`config.mk`:
```
export PLATFORM = sky130hd
export DESIGN_NAME = irqc_top
export DESIGN_NICKNAME = d
export VERILOG_FILES = /design/src/rtl/irqc_pkg.sv /design/src/rtl/irqc_gp_edge.sv /design/src/rtl/irqc_regfile.sv /design/src/rtl/irqc_resolve.sv /design/src/rtl/irqc_top.sv
export SDC_FILE = /design/constraint.sdc
export NUM_CORES = 1
export LEC_CHECK = 0
export ABC_AREA = 1
export BUFFER_PORTS_ARGS = -buffer_cell sky130_fd_sc_hd__buf_2
export CAP_MARGIN = 30
export CORE_UTILIZATION = 50
export CTS_CLUSTER_SIZE = 16
export DETAILED_ROUTE_END_ITERATION = 12
export PLACE_DENSITY = 0.72
export SLEW_MARGIN = 20
export SYNTH_ARGS = -nofsm -noshare
export SYNTH_HDL_FRONTEND = slang
export SYNTH_SLANG_ARGS = --single-unit
export TNS_END_PERCENT = 30
```
`constraint.sdc`:
```
create_clock -name clk -period 4.8 [get_ports clk]
set_clock_uncertainty 0.1 [all_clocks]
set_input_delay 0.48 -clock clk [delete_from_list [all_inputs] [get_ports clk]]
set_output_delay 0.48 -clock clk [all_outputs]
set_load 0.05 [all_outputs]
```
`src/rtl/irqc_pkg.sv`:
```
package irqc_pkg;

    localparam int REG_W        = 32;
    localparam int IDX_W        = $clog2(REG_W);
    localparam int CASC_LSB     = 24;
    localparam int CASC_GROUPS  = 4;
    localparam int GP_PER_GROUP = REG_W / CASC_GROUPS;
    localparam int NUM_SRC      = 3 * REG_W;

    localparam logic [REG_W-1:0] LO_ELIGIBLE = 32'h3DFF_FFFE;
    localparam logic [REG_W-1:0] HI_ELIGIBLE = 32'h0F00_0DB7;
    localparam logic [REG_W-1:0] CASC_BITS   =
        REG_W'(((1 << CASC_GROUPS) - 1) << CASC_LSB);
    localparam logic [REG_W-1:0] HI_MASK_RST = CASC_BITS;
    localparam logic [REG_W-1:0] VEC_SPUR    = 32'hFFFF_FFFE;

    typedef enum logic [2:0] {
        A_CAUSE_LO = 3'd0,
        A_CAUSE_HI = 3'd1,
        A_GP_CAUSE = 3'd2,
        A_MASK_LO  = 3'd3,
        A_MASK_HI  = 3'd4,
        A_MASK_GP  = 3'd5,
        A_VECTOR   = 3'd6,
        A_COMMAND  = 3'd7
    } reg_addr_e;

    typedef struct packed {
        logic [REG_W-1:0] lo;
        logic [REG_W-1:0] hi;
        logic [REG_W-1:0] gp;
    } word3_t;

    typedef struct packed {
        logic             found;
        logic [IDX_W-1:0] idx;
    } pick_t;

    function automatic pick_t pick_lowest(input logic [REG_W-1:0] v);
        pick_t p;
        p = '0;
        for (int i = REG_W - 1; i >= 0; i--) begin
            if (v[i]) begin
                p.found = 1'b1;
                p.idx   = IDX_W'(i);
            end
        end
        return p;
    endfunction

endpackage

```
`src/rtl/irqc_gp_edge.sv`:
```
module irqc_gp_edge
    import irqc_pkg::*;
#(
    parameter int W = REG_W
) (
    input  logic         clk,
    input  logic         rst,
    input  logic [W-1:0] pin_i,
    input  logic         clr_we_i,
    input  logic [W-1:0] clr_keep_i,
    output logic [W-1:0] cause_o
);

    logic [W-1:0] prev_q;
    logic [W-1:0] cause_q;
    logic [W-1:0] rise;
    logic [W-1:0] kept;

    assign rise = pin_i & ~prev_q;
    assign kept = clr_we_i ? (cause_q & clr_keep_i) : cause_q;

    always_ff @(posedge clk) begin
        if (rst) begin
            prev_q  <= pin_i;
            cause_q <= '0;
        end else begin
            prev_q  <= pin_i;
            cause_q <= kept | rise;
        end
    end

    assign cause_o = cause_q;

    AST_GP_HOLD: assert property (@(posedge clk) disable iff (rst)
        !clr_we_i |=> ((cause_o & $past(cause_o)) == $past(cause_o)));

    AST_GP_EDGE_SETS: assert property (@(posedge clk) disable iff (rst)
        1'b1 |=> ((cause_o & $past(pin_i & ~prev_q)) == $past(pin_i & ~prev_q)));

endmodule

```
`src/rtl/irqc_regfile.sv`:
```
module irqc_regfile
    import irqc_pkg::*;
(
    input  logic             clk,
    input  logic             rst,
    input  logic [REG_W-1:0] src_lo_i,
    input  logic [REG_W-1:0] src_hi_i,
    input  logic [REG_W-1:0] gp_cause_i,
    input  logic [REG_W-1:0] vec_i,
    input  logic             bus_we,
    input  logic [2:0]       bus_addr,
    input  logic [REG_W-1:0] bus_wdata,
    output logic [REG_W-1:0] bus_rdata,
    output word3_t           cause_o,
    output word3_t           mask_o,
    output logic             gp_clr_we_o,
    output logic [REG_W-1:0] gp_clr_keep_o
);

    logic [REG_W-1:0]       lvl_lo_q, lvl_hi_q;
    logic [REG_W-1:0]       mask_lo_q, mask_hi_q, mask_gp_q;
    logic [CASC_GROUPS-1:0] summary;
    logic [REG_W-1:0]       hi_visible;
    logic                   cmd_set;
    logic [1:0]             cmd_bank;
    logic [IDX_W-1:0]       cmd_bit;

    for (genvar g = 0; g < CASC_GROUPS; g++) begin : g_summary
        assign summary[g] = |gp_cause_i[g*GP_PER_GROUP +: GP_PER_GROUP];
    end

    assign hi_visible = (lvl_hi_q & ~CASC_BITS) | (REG_W'(summary) << CASC_LSB);

    assign cmd_set  = bus_wdata[IDX_W+2];
    assign cmd_bank = bus_wdata[IDX_W+1:IDX_W];
    assign cmd_bit  = bus_wdata[IDX_W-1:0];

    always_ff @(posedge clk) begin
        if (rst) begin
            lvl_lo_q  <= '0;
            lvl_hi_q  <= '0;
            mask_lo_q <= '0;
            mask_hi_q <= HI_MASK_RST;
            mask_gp_q <= '0;
        end else begin
            lvl_lo_q <= src_lo_i;
            lvl_hi_q <= src_hi_i;
            if (bus_we) begin
                case (bus_addr)
                    A_MASK_LO: mask_lo_q <= bus_wdata;
                    A_MASK_HI: mask_hi_q <= bus_wdata;
                    A_MASK_GP: mask_gp_q <= bus_wdata;
                    A_COMMAND: begin
                        case (cmd_bank)
                            2'd0:    mask_lo_q[cmd_bit] <= cmd_set;
                            2'd1:    mask_hi_q[cmd_bit] <= cmd_set;
                            2'd2:    mask_gp_q[cmd_bit] <= cmd_set;
                            default: ;
                        endcase
                    end
                    default: ;
                endcase
            end
        end
    end

    assign gp_clr_we_o   = bus_we && (bus_addr == A_GP_CAUSE);
    assign gp_clr_keep_o = bus_wdata;

    always_comb begin
        case (bus_addr)
            A_CAUSE_LO: bus_rdata = lvl_lo_q;
            A_CAUSE_HI: bus_rdata = hi_visible;
            A_GP_CAUSE: bus_rdata = gp_cause_i;
            A_MASK_LO:  bus_rdata = mask_lo_q;
            A_MASK_HI:  bus_rdata = mask_hi_q;
            A_MASK_GP:  bus_rdata = mask_gp_q;
            A_VECTOR:   bus_rdata = vec_i;
            default:    bus_rdata = '0;
        endcase
    end

    assign cause_o = '{lo: lvl_lo_q, hi: hi_visible, gp: gp_cause_i};
    assign mask_o  = '{lo: mask_lo_q, hi: mask_hi_q, gp: mask_gp_q};

    AST_MASK_RESET: assert property (@(posedge clk)
        $past(rst) |-> (mask_hi_q == HI_MASK_RST && mask_lo_q == '0 && mask_gp_q == '0));

    AST_CMD_OUT_OF_RANGE: assert property (@(posedge clk) disable iff (rst)
        (bus_we && bus_addr == A_COMMAND && cmd_bank == 2'd3)
        |=> $stable({mask_lo_q, mask_hi_q, mask_gp_q}));

endmodule

```
`src/rtl/irqc_resolve.sv`:
```
module irqc_resolve
    import irqc_pkg::*;
(
    input  word3_t           cause_i,
    input  word3_t           mask_i,
    output logic [REG_W-1:0] vec_o,
    output logic             pend_o
);

    logic [REG_W-1:0] lo_act, hi_act, gp_act;
    pick_t            lo_p, hi_p, gp_p;

    assign lo_act = cause_i.lo & LO_ELIGIBLE & mask_i.lo;
    assign hi_act = cause_i.hi & HI_ELIGIBLE & mask_i.hi;
    assign gp_act = cause_i.gp & mask_i.gp;

    assign lo_p = pick_lowest(lo_act);
    assign hi_p = pick_lowest(hi_act);
    assign gp_p = pick_lowest(gp_act);

    always_comb begin
        vec_o = VEC_SPUR;
        if (lo_p.found) begin
            vec_o = REG_W'(lo_p.idx);
        end else if (hi_p.found) begin
            if (int'(hi_p.idx) >= CASC_LSB) begin
                if (gp_p.found) begin
                    vec_o = REG_W'(gp_p.idx) + REG_W'(2 * REG_W);
                end
            end else begin
                vec_o = REG_W'(hi_p.idx) + REG_W'(REG_W);
            end
        end
    end

    assign pend_o = (|lo_act)
                  | (|(hi_act & ~CASC_BITS))
                  | ((|(hi_act & CASC_BITS)) & (|gp_act));

endmodule

```
`src/rtl/irqc_top.sv`:
```
module irqc_top
    import irqc_pkg::*;
(
    input  logic        clk,
    input  logic        rst,
    input  logic [31:0] src_lo_i,
    input  logic [31:0] src_hi_i,
    input  logic [31:0] gp_pin_i,
    input  logic        bus_we,
    input  logic [2:0]  bus_addr,
    input  logic [31:0] bus_wdata,
    output logic [31:0] bus_rdata,
    output logic        irq_o
);

    word3_t           cause, mask;
    logic [REG_W-1:0] gp_cause;
    logic             gp_clr_we;
    logic [REG_W-1:0] gp_clr_keep;
    logic [REG_W-1:0] vec_d, vec_q;
    logic             pend_d, irq_q;

    irqc_gp_edge #(.W(REG_W)) u_gp_edge (
        .clk        (clk),
        .rst        (rst),
        .pin_i      (gp_pin_i),
        .clr_we_i   (gp_clr_we),
        .clr_keep_i (gp_clr_keep),
        .cause_o    (gp_cause)
    );

    irqc_regfile u_regs (
        .clk           (clk),
        .rst           (rst),
        .src_lo_i      (src_lo_i),
        .src_hi_i      (src_hi_i),
        .gp_cause_i    (gp_cause),
        .vec_i         (vec_q),
        .bus_we        (bus_we),
        .bus_addr      (bus_addr),
        .bus_wdata     (bus_wdata),
        .bus_rdata     (bus_rdata),
        .cause_o       (cause),
        .mask_o        (mask),
        .gp_clr_we_o   (gp_clr_we),
        .gp_clr_keep_o (gp_clr_keep)
    );

    irqc_resolve u_resolve (
        .cause_i (cause),
        .mask_i  (mask),
        .vec_o   (vec_d),
        .pend_o  (pend_d)
    );

    always_ff @(posedge clk) begin
        if (rst) begin
            vec_q <= VEC_SPUR;
            irq_q <= 1'b0;
        end else begin
            vec_q <= vec_d;
            irq_q <= pend_d;
        end
    end

    assign irq_o = irq_q;

    AST_IRQ_VEC_AGREE: assert property (@(posedge clk) disable iff (rst)
        irq_q == (vec_q != VEC_SPUR));

    AST_LOW_FIRST: assert property (@(posedge clk) disable iff (rst)
        (|(cause.lo & mask.lo & LO_ELIGIBLE)) |=> (vec_q < REG_W'(REG_W)));

    AST_VEC_RANGE: assert property (@(posedge clk) disable iff (rst)
        (vec_q < REG_W'(NUM_SRC)) || (vec_q == VEC_SPUR));

endmodule

```
==> flow_metrics.py <==
metrics = {
    "outcome": {
        "status": "completed",
    },
    "power": {
        "combPwrFrac": 0.149,
        "p_switching_w": 0.00134,
        "power_density_nw_per_um2": 375,
        "total_leakage_power_nw": 6.41,
        "p_sw_frac": 0.275,
        "vdd_drop_max_v": 0.000355,
        "pwr-share-clk": 0.424,
        "p_int_w": 0.00353,
        "p_seq_frac": 0.427,
    },
    "clock_network": {
        "cts.reportedPaths.clkPinSlew_ns": 0.06,
        "cts_setup_buffers": 0,
        "cts.sinks": 229,
        "numCtsBuffers": 25,
        "clkLatencyLatePin_ns": 0.53,
        "root_buffer": "clkbuf_16",
        "htreeDepth": 1,
        "cts_tree": "yes",
        "clk_path_buf_depth": 3,
    },
    "sta": {
        "hold_ws_ns": 0.0583,
        "post-route-period-util": 0.648,
        "setup-violations-final": 0,
        "max_freq_mhz": 322,
        "worstMarginPinSlew_ns": 0.954,
        "setup_tns_ns": 0,
        "post-route-min-period_ns": 3.11,
        "drv_slew": 0,
        "rsz0062_at_grt": "no",
        "hold_viol_final": 0,
        "slew_headroom": 0.359,
    },
    "global_route": {
        "use_met1": 0.422,
        "use_met3": 0.0620,
        "grt_pass1_vias": 10600,
        "grt_max_degree": 81,
        "grt_usage": 0.323,
        "antenna_found_initial": 0,
        "grt_overflow_total": 0,
        "busiest_layer": "met2",
        "grt_first_pass_wirelength_mm": 55.5,
        "grt_use_met2": 0.528,
    },
    "setup_path": {
        "r2r_slack_ns": 2.05,
        "critPathCapture": "bus_rdata[23]",
        "crit_fanout": 11,
        "arrival_ns": 2.53,
        "timing.rr.start": "u_gp_edge.cause_o[12]",
        "rr_worst_depth": 13,
        "endpoint_kind": "primary output",
        "startpoint_type": "input pin",
        "cp.required_ns": 4.22,
        "r2r-end": "vec_q[0]",
        "critical_path_class": "in -> out",
        "cp-startpoint": "bus_addr[0]",
    },
    "detailed_routing": {
        "vias": 11600,
        "viasPerCell": 5.59,
        "drt_iter0_markers": 1190,
        "drc": 0,
        "ant_nets": 0,
        "wirelength_mm": 35.9,
        "drtPass1Iterations": 8,
        "routedWlPerCell_um": 17.4,
    },
    "floorplan": {
        "core_area_um2": 21000,
        "fp.dieH_um": 148,
        "pin_count": 167,
        "die_w_um": 148,
        "num_rows": 53,
        "start_util": 0.509,
        "dieArea_um2": 21900,
    },
    "finish": {
        "diodes": 0,
        "area_growth_syn_to_layout_pct": 21.8,
        "nNetsFinal": 1909,
        "drive_gt1_frac": 0.137,
    },
    "synthesis": {
        "yosys_warnings": 0,
        "syn_area_um2": 10700,
        "synthCells": 1598,
        "ys_seq_area_frac": 0.429,
        "syn_area_per_cell_um2": 6.68,
        "ys_ff_latch": 229,
        "syn-num-nets": 1732,
        "ys_types": 35,
    },
    "placed_design": {
        "portBuffers": 162,
        "hpwlAfterDp_mm": 24.4,
        "routabilityCongestion": 0.965,
    },
    "run": {
        "drv_cap": 0,
    },
    "worst_hold_path": {
        "hold_class": "in -> reg",
    },
}
sequential cells by signal, indices dropped and copies added, names as in the netlist:
register / cells
u_gp_edge.prev_q: 32
u_regs.mask_lo_q: 32
u_regs.mask_hi_q: 32
u_regs.lvl_hi_q: 28
vec_q: 8
u_regs.lvl_lo_q: 32
u_regs.mask_gp_q: 32
irq_o: 1
u_gp_edge.cause_o: 32
timing repair:
action / in CTS / in global routing
endpoints found under the hold margin: 32 / 0
hold buffers: 32 / 0
resized for setup: 0 / 0
layout by cell type (no fill, tap or decap), types with 2 or more instances in the layout:
cell           instances
or4_1                  3
nand4_1               22
nor2_2                 7
nor4_2                 3
clkbuf_8               5
clkinv_2               2
a22oi_1                4
o31ai_1               25
o21ai_0              143
o211ai_1               2
buf_2                161
inv_2                  8
bufinv_16              5
a22o_1                 4
clkbuf_1               5
nor3_1                64
a21oi_1              101
o21ai_1               18
nand2_1              375
dfxtp_1              229
clkbuf_16             25
a31oi_1               10
clkinv_1               6
nand2_2                2
inv_1                158
nand3_1               25
dlygate4sd3_1         32
o2111ai_1              8
buf_4                 22
a221oi_1              30
nor2_1               273
buf_12                 3
worst min path at each step:
stage	start	to	slack (ns)	depth (start not counted)
2_1_floorplan	u_regs.mask_hi_q[3]	u_regs.mask_hi_q[3]	0.34	2
3_3_place_gp	u_regs.mask_hi_q[3]	u_regs.mask_hi_q[3]	0.35	2
3_5_place_dp	u_regs.mask_gp_q[2]	u_regs.mask_gp_q[2]	0.36	2
4_1_cts	src_hi_i[19]	u_regs.lvl_hi_q[19]	0.05	3
5_1_grt	src_hi_i[19]	u_regs.lvl_hi_q[19]	0.06	3
6_report	src_hi_i[19]	u_regs.lvl_hi_q[19]	0.06	3
logic make-up (layout without fill, tap and decap cells):
kind of cell,after synthesis,in the layout,share of synthesized area
AOI/OAI and AO/OA,354,354,0.193
DFF,229,229,0.429
and+or+nand+nor,775,775,0.293
buffers and inverters,240,433,0.0844
power groups by stage:
stage               logic [W]  clock network (W)  registers (W)
finish               0.000729            0.00207        0.00208
detailed placement   0.000694                  0        0.00212
floorplan            0.000458                  0        0.00210
CTS                  0.000718            0.00208        0.00208
global placement     0.000683                  0        0.00212
global route         0.000794            0.00216        0.00209
cells in the mapped netlist:
cell       count  area [µm²]
inv_1        160         601
a31oi_1       10        62.6
clkbuf_1      64         240
clkinv_1       6        22.5
nor2_2         3        18.8
nor2_1       277        1040
a221oi_1      30         263
a21boi_0       1        7.51
a211oi_2       1        12.5
o21ai_1       18        90.1
a32o_1         1        10.0
o311ai_1       1        8.76
dfxtp_1      229        4580
a221o_1        1        10.0
o41ai_1        1        8.76
nand2_4        1        11.3
a22o_1         4        35.0
o21ai_0      143         716
nor3_1        64         320
nand2_1      375        1410
or4_1          3        22.5
o2111ai_1      8        70.1
nand4_1       22         138
a21oi_1      101         505
nand2_2        2        12.5
o211ai_1       2        15.0
nand3_1       25         125
o311a_1        1        10.0
buf_1          4        15.0
a22oi_1        4        30.0
a32oi_1        1        8.76
o31ai_1       25         188
inv_2          6        22.5
nor4_2         3        37.5
o21a_1         1        7.51
metrics by stage:
step	util	area, µm²	std cells	power [W]	worst slack (ns)
after floorplan	-	10700	1598	0.00256	2.24
after global placement	0.561	11700	1988	0.00280	1.72
after detailed placement	0.562	11800	1990	0.00281	1.73
after CTS	0.620	13000	2065	0.00488	1.72
after global routing	0.621	13000	2066	0.00504	1.59
final	0.621	13000	2066	0.00488	1.69
metal layers:
layer	vias to the layer above	wire (µm)	share of wire
met4	0	1340	0.037
met2	636	16200	0.45
met3	109	3580	0.10
met5	-	0	0
li1	5596	-	-
met1	5216	14700	0.41
worst max-delay path, stage by stage:
cell	delay, ns
buf_2	0.12
nand2_1	0.11
nor2_2	0.47
buf_4	0.35
inv_1	0.25
o21ai_0	0.22
a221oi_1	0.08
o2111ai_1	0.13
buf_2	0.31
layout make-up:
type                       count  area [µm²]
clock buffer                  35         713
clock inverter                 8         168
inverter                     172         646
fill                        1988        7950
tap                          275         344
sequential                   229        4580
timing repair buffer         218        1350
multi-input combinational   1129        5200
(Power assumes the default switching activity.)
